$ cat src/rtl/mapper_pkg.sv
package mapper_pkg;
  localparam int unsigned CHR_REGS = 8;
  localparam int unsigned PRG_BANK_W = 5;
  localparam int unsigned CHR_BANK_W = 8;

  typedef enum logic [1:0] {
    MIR_VERT  = 2'd0,
    MIR_HORZ  = 2'd1,
    MIR_PAGE0 = 2'd2,
    MIR_PAGE1 = 2'd3
  } mirror_e;

  // write regions taken from cpu_addr[14:12]
  localparam logic [2:0] RG_PRG0 = 3'd0;
  localparam logic [2:0] RG_CTRL = 3'd1;
  localparam logic [2:0] RG_PRG1 = 3'd2;
  localparam logic [2:0] RG_CHR_LO = 3'd3;
  localparam logic [2:0] RG_CHR_HI = 3'd6;
endpackage

$ cat src/rtl/mapper_addr_sel.sv
module mapper_addr_sel (
  input  logic [1:0] variant,
  input  logic [7:0] addr_lo,
  output logic       sel0,
  output logic       sel1
);
  always_comb begin
    case (variant)
      2'd1: begin
        sel0 = addr_lo[2] | addr_lo[0];
        sel1 = addr_lo[3] | addr_lo[1];
      end
      2'd2: begin
        sel0 = addr_lo[3] | addr_lo[1];
        sel1 = addr_lo[2] | addr_lo[0];
      end
      default: begin
        sel0 = addr_lo[1] | addr_lo[6];
        sel1 = addr_lo[2] | addr_lo[7];
      end
    endcase
  end
endmodule

$ cat src/rtl/mapper_prg_bank.sv
module mapper_prg_bank
  import mapper_pkg::*;
#(
  parameter int unsigned PRG_ADDR_W = 17
) (
  input  logic                  clk,
  input  logic                  rst,
  input  logic                  wr_en,
  input  logic [2:0]            region,
  input  logic                  sel1,
  input  logic [7:0]            wdata,
  input  logic [14:0]           rd_addr,
  output logic [PRG_ADDR_W-1:0] prg_addr,
  output logic [1:0]            mirror
);
  localparam int unsigned PBW = PRG_ADDR_W - 13;
  localparam int unsigned FULL_W = PRG_BANK_W + 13;

  logic [PRG_BANK_W-1:0] bank0_q, bank1_q;
  logic                  mode_q;
  logic [PRG_ADDR_W-1:0] off_reg0, off_reg1, off_last, off_slast, off_nxt;

  always_ff @(posedge clk) begin
    if (rst) begin
      bank0_q <= '0;
      bank1_q <= PRG_BANK_W'(1);
      mode_q  <= 1'b0;
      mirror  <= MIR_VERT;
    end else if (wr_en) begin
      case (region)
        RG_PRG0: bank0_q <= wdata[PRG_BANK_W-1:0];
        RG_PRG1: bank1_q <= wdata[PRG_BANK_W-1:0];
        RG_CTRL: begin
          if (sel1) mode_q <= wdata[1];
          else      mirror <= wdata[1:0];
        end
        default: ;
      endcase
    end
  end

  always_comb begin
    off_reg0  = PRG_ADDR_W'({bank0_q, rd_addr[12:0]});
    off_reg1  = PRG_ADDR_W'({bank1_q, rd_addr[12:0]});
    off_last  = {{PBW{1'b1}}, rd_addr[12:0]};
    off_slast = {{(PBW-1){1'b1}}, 1'b0, rd_addr[12:0]};
    case (rd_addr[14:13])
      2'd0:    off_nxt = mode_q ? off_slast : off_reg0;
      2'd1:    off_nxt = mode_q ? off_reg0 : off_reg1;
      2'd2:    off_nxt = mode_q ? off_reg1 : off_slast;
      default: off_nxt = off_last;
    endcase
  end

  always_ff @(posedge clk) begin
    if (rst) prg_addr <= '0;
    else     prg_addr <= off_nxt;
  end

  logic unused_full;
  assign unused_full = (FULL_W == 0);
endmodule

$ cat src/rtl/mapper_chr_bank.sv
module mapper_chr_bank
  import mapper_pkg::*;
#(
  parameter int unsigned CHR_ADDR_W = 17
) (
  input  logic                  clk,
  input  logic                  rst,
  input  logic                  wr_en,
  input  logic [2:0]            region,
  input  logic                  addr11,
  input  logic                  sel0,
  input  logic                  sel1,
  input  logic [3:0]            nibble,
  input  logic                  chr_is_ram,
  input  logic [12:0]           ppu_addr,
  input  logic                  ppu_wr,
  output logic [CHR_ADDR_W-1:0] chr_addr,
  output logic                  chr_we
);
  localparam int unsigned IDX_W = $clog2(CHR_REGS) + 1;

  logic [CHR_BANK_W-1:0] bank_w [CHR_REGS];
  logic                  hit;
  logic [1:0]            rr;
  logic [IDX_W-1:0]      idx;
  logic [CHR_BANK_W-1:0] cur_bank;

  assign hit = wr_en && (region >= RG_CHR_LO) && (region <= RG_CHR_HI);
  assign rr  = 2'(region - RG_CHR_LO);
  assign idx = IDX_W'({rr, addr11}) + IDX_W'(sel1);

  for (genvar g = 0; g < CHR_REGS; g++) begin : g_reg
    logic [CHR_BANK_W-1:0] q;
    always_ff @(posedge clk) begin
      if (rst) q <= CHR_BANK_W'(g);
      else if (hit && idx == IDX_W'(g)) begin
        if (sel0) q[7:4] <= nibble;
        else      q[3:0] <= nibble;
      end
    end
    assign bank_w[g] = q;
  end

  assign cur_bank = bank_w[ppu_addr[12:10]];

  always_ff @(posedge clk) begin
    if (rst) begin
      chr_addr <= '0;
      chr_we   <= 1'b0;
    end else begin
      chr_addr <= chr_is_ram ? CHR_ADDR_W'(ppu_addr)
                             : CHR_ADDR_W'({cur_bank, ppu_addr[9:0]});
      chr_we   <= chr_is_ram && ppu_wr;
    end
  end
endmodule

$ cat src/rtl/bank_mapper_regs.sv
module bank_mapper_regs #(
  parameter int unsigned PRG_ADDR_W = 17,
  parameter int unsigned CHR_ADDR_W = 17
) (
  input  logic                  clk,
  input  logic                  rst,
  input  logic [1:0]            variant,
  input  logic                  chr_is_ram,
  input  logic                  cpu_wr,
  input  logic [15:0]           cpu_addr,
  input  logic [7:0]            cpu_wdata,
  input  logic [13:0]           ppu_addr,
  input  logic                  ppu_wr,
  output logic [PRG_ADDR_W-1:0] prg_addr,
  output logic [CHR_ADDR_W-1:0] chr_addr,
  output logic                  chr_we,
  output logic [1:0]            mirror
);
  logic sel0, sel1, wr_en, unused_ppu13;

  assign wr_en = cpu_wr && cpu_addr[15];
  assign unused_ppu13 = ppu_addr[13];

  mapper_addr_sel u_sel (
    .variant (variant),
    .addr_lo (cpu_addr[7:0]),
    .sel0    (sel0),
    .sel1    (sel1)
  );

  mapper_prg_bank #(.PRG_ADDR_W(PRG_ADDR_W)) u_prg (
    .clk      (clk),
    .rst      (rst),
    .wr_en    (wr_en),
    .region   (cpu_addr[14:12]),
    .sel1     (sel1),
    .wdata    (cpu_wdata),
    .rd_addr  (cpu_addr[14:0]),
    .prg_addr (prg_addr),
    .mirror   (mirror)
  );

  mapper_chr_bank #(.CHR_ADDR_W(CHR_ADDR_W)) u_chr (
    .clk        (clk),
    .rst        (rst),
    .wr_en      (wr_en),
    .region     (cpu_addr[14:12]),
    .addr11     (cpu_addr[11]),
    .sel0       (sel0),
    .sel1       (sel1),
    .nibble     (cpu_wdata[3:0]),
    .chr_is_ram (chr_is_ram),
    .ppu_addr   (ppu_addr[12:0]),
    .ppu_wr     (ppu_wr),
    .chr_addr   (chr_addr),
    .chr_we     (chr_we)
  );
endmodule

$ cat config.mk
export PLATFORM = sky130hd
export DESIGN_NAME = bank_mapper_regs
export DESIGN_NICKNAME = d
export VERILOG_FILES = /design/src/rtl/mapper_pkg.sv /design/src/rtl/mapper_addr_sel.sv /design/src/rtl/mapper_prg_bank.sv /design/src/rtl/mapper_chr_bank.sv /design/src/rtl/bank_mapper_regs.sv
export SDC_FILE = /design/constraint.sdc
export NUM_CORES = 1
export LEC_CHECK = 0
export ABC_CLOCK_PERIOD_IN_PS = 3300
export CAP_MARGIN = 5
export CORE_AREA = 3 3 120 76
export DETAILED_ROUTE_END_ITERATION = 7
export DIE_AREA = 0 0 123 79
export DONT_BUFFER_PORTS = 1
export PLACE_DENSITY = 0.76
export SYNTH_ARGS = -nofsm -noshare
export SYNTH_HDL_FRONTEND = slang
export SYNTH_HIERARCHICAL = 1
export SYNTH_SLANG_ARGS = --single-unit
$ cat constraint.sdc
create_clock -name clk -period 3.3 [get_ports clk]
set_input_delay 0.165 -clock clk [delete_from_list [all_inputs] [get_ports clk]]
set_output_delay 0.165 -clock clk [all_outputs]
set_load 0.01 [all_outputs]
==> flow_metrics.tcl <==
set metrics [dict create \
    outcome "complete, no violations" \
    drive_above_1_share 0.0939 \
    die_area_um2 9720 \
    gr-usage-met3 0.0669 \
    synth_edf_count 0 \
    r2r-end "u_chr/chr_addr[13]$_SDFF_PP0_" \
    grt_use_total 0.213 \
    r2r_slack_ps 1990 \
    worst-path-buf-inv 1 \
    cp-start-kind "input pin" \
    cp_num_cells 9 \
    placeableCoreArea_um2 7910 \
    crit_type "input pin to register" \
    synth_top_area_share 0.466 \
    holdWs_ps 3.54 \
    syn_area_per_cell_um2 10.9 \
    fin_nets 473 \
    clockRootBuffer "clkbuf_16" \
    async_flop_share 0 \
    synth.largest_area_cell "dfxtp_1" \
    area_growth_pct 15.6 \
    post_cts_buffers 0 \
    cp_max_fo 8 \
    syn_nets 455 \
    required_ps 3500 \
    io_buffers 0 \
    hold_viol 0 \
    ant_nets 0 \
    cts_tree "yes" \
    rr_startpoint "u_chr/g_reg[7].q[3]$_SDFFE_PP0P_" \
    start_util 0.554 \
    fin_total_pwr_uw 2550 \
    dieWidth_um 123 \
    antenna_found_initial 0 \
    worst-slew-pin-transition_ps 554 \
    yosysWarnings 6 \
    fin_tns_setup_ps 0 \
    grt_pass1_vias 2861 \
    cts_buffers 9 \
    dp_hpwl_um 6260 \
    via_per_inst 5.52 \
    synth_cells 403 \
    hold-path-endpoint "u_prg/bank1_q[1]$_SDFFE_PP0P_" \
    crit_path_end_kind "register" \
    grt_setup_unrepaired "no" \
    cpMostUsedCell "ha_1" \
    synth.most_common_cell "dfxtp_1" \
    vias 2947 \
    worstHoldPathType "input pin to register" \
    grt_max_degree 64 \
    wl_per_cell_um 18.2 \
    use_met2 0.300 \
    clkLatencyLatePin_ps 340 \
    wl_um 9720 \
    setup_viol 0 \
    post_cts_resized 0 \
    ys_seq_area_frac 0.466 \
    critPathSlowestCell "nand4_1" \
    powerDensity_nw_per_um2 503 \
    grt_pass1_wl_um 15600 \
    cp_cell_sequence "inv_1 -> ha_1 -> a221o_1 -> o31a_1 -> ha_1 -> ha_1 -> and3b_1 -> nand4_1 -> mux2i_1" \
    synth_common_cells "dfxtp_1, mux2i_1, nand2b_1" \
    first_iter_violations 225 \
    ctsHtreeMaxLevel 3 \
    synthFlopType "dfxtp_1" \
    slew_viol_final 0 \
    drtPass1Iterations 4 \
    gp_congestion 0.882 \
    hold_depth 2 \
    maxSlewHeadroom 0.629 \
    cap_violations 0 \
    p_leak_uw 0.00215 \
    yosysUniqueCellTypes 41 \
    skew_ps 3.47 \
    grt-ovfl-total 0 \
    ff2ff_path_depth 3 \
    ios 82 \
    clockBufferDepth 2 \
    crit_family "adder cells" \
    cts_sinks 102 \
    clk_pin_slew_ps 60 \
    die_y_um 79 \
    min-delay-start "cpu_wdata[1]" \
    fillers 593 \
    synth_seq_cells 102 \
    critPathArrivalTime_ps 2450 \
    irDropWorstVdd_uv 289 \
    netlist_area_um2 4380 \
    max_freq_mhz 444 \
    fin_crit_ps 2250 \
    gr-max-usage-layer "met1" \
    grt_use_met1 0.315 \
    period_share 0.683 \
    std_cell_rows 25 \
    cpPeakStageDelay_ps 390 \
    antenna_cells 0 \
    drc 0 \
    yosys-top-cells-area "dfxtp_1, mux2i_1, nand2b_1" \
]
==> power by group <==
part	internal (µW)	leakage, µW	total, µW	switching [µW]
registers	1260	0.000831	1280	22.5
clock network	652	0.000153	1080	433
logic	93.7	0.00116	182	88.1
total	2010	0.00215	2550	544
==> area by class of cell <==
class                      instances  area (µm²)  area share
tap                              108         135      0.0267
clock buffer                      14         274      0.0541
timing repair buffer              35         360      0.0711
inverter                           7        26.3     0.00519
clock inverter                     2        38.8     0.00766
sequential                       102        2040       0.403
multi-input combinational        266        2190       0.432
==> through the flow <==
stage / utilization / setup WS [ps] / instances / area [µm²]
3_3_place_gp: 0.555 / 813 / 483 / 4390
4_1_cts: 0.640 / 1100 / 534 / 5060
2_1_floorplan: - / 966 / 403 / 4380
6_report: 0.640 / 1050 / 534 / 5060
5_1_grt: 0.640 / 930 / 534 / 5060
3_5_place_dp: 0.555 / 753 / 483 / 4390
==> cells by family after synthesis <==
logic type | share of synthesized area
compound gates | 0.0337
xor+xnor | 0.00600
fa+ha+maj | 0.0200
buf+inv | 0.0343
flops | 0.466
mux | 0.239
simple gates | 0.201
==> cells in the final DEF, fill, tap and decap left out, types with 2 or more instances in the layout <==
cell type,synthesis,layout
nor2_2,4,4
clkbuf_1,17,2
nand3_1,9,9
inv_1,7,7
nor3_1,7,7
or2_1,2,2
nor2b_1,24,24
and2_1,2,2
nand2_1,3,3
nor2_1,25,25
nand4_1,6,6
a211oi_1,3,3
nand2b_1,55,55
a221oi_1,2,2
a21oi_1,5,5
mux2i_1,72,72
clkbuf_16,0,9
mux4_2,14,14
ha_1,7,7
clkbuf_8,0,3
o21ai_0,4,4
and3b_1,2,2
dfxtp_1,102,102
dlygate4sd3_1,0,34
or3b_2,3,3
xor2_1,2,2
==> metal layers <==
layer  vias up  share of wire
li1       1434              -
met1      1412           0.49
met2        93           0.43
met3         8          0.072
met4         0         0.0080
met5         -              0
==> worst max path at each step <==
stage / start / to
floorplan: variant[0] / u_chr/g_reg[4].q[4]$_SDFFE_PP0P_
global placement: variant[0] / u_chr/g_reg[5].q[1]$_SDFFE_PP0P_
detailed placement: variant[0] / u_chr/g_reg[1].q[1]$_SDFFE_PP0P_
CTS: variant[0] / u_chr/g_reg[1].q[1]$_SDFFE_PP0P_
global route: variant[0] / u_chr/g_reg[1].q[2]$_SDFFE_PP0P_
finish: variant[0] / u_chr/g_reg[1].q[1]$_SDFFE_PP0P_
==> flip-flops by register name (all words and copies together), names as in the netlist <==
signal and count:
u_prg/bank1_q 4, u_chr/chr_addr 17, u_prg/mirror 2, u_chr/g.q 56, u_prg/prg_addr 17, u_prg/bank0_q 4
u_chr/chr_we 1, u_prg/mode_q 1
==> timing repair <==
item	CTS	global route
setup endpoints to repair	0	0
hold buffers	35	0
hold endpoints to repair	50	0
No activity file was read; power rests on OpenSTA's default activity.
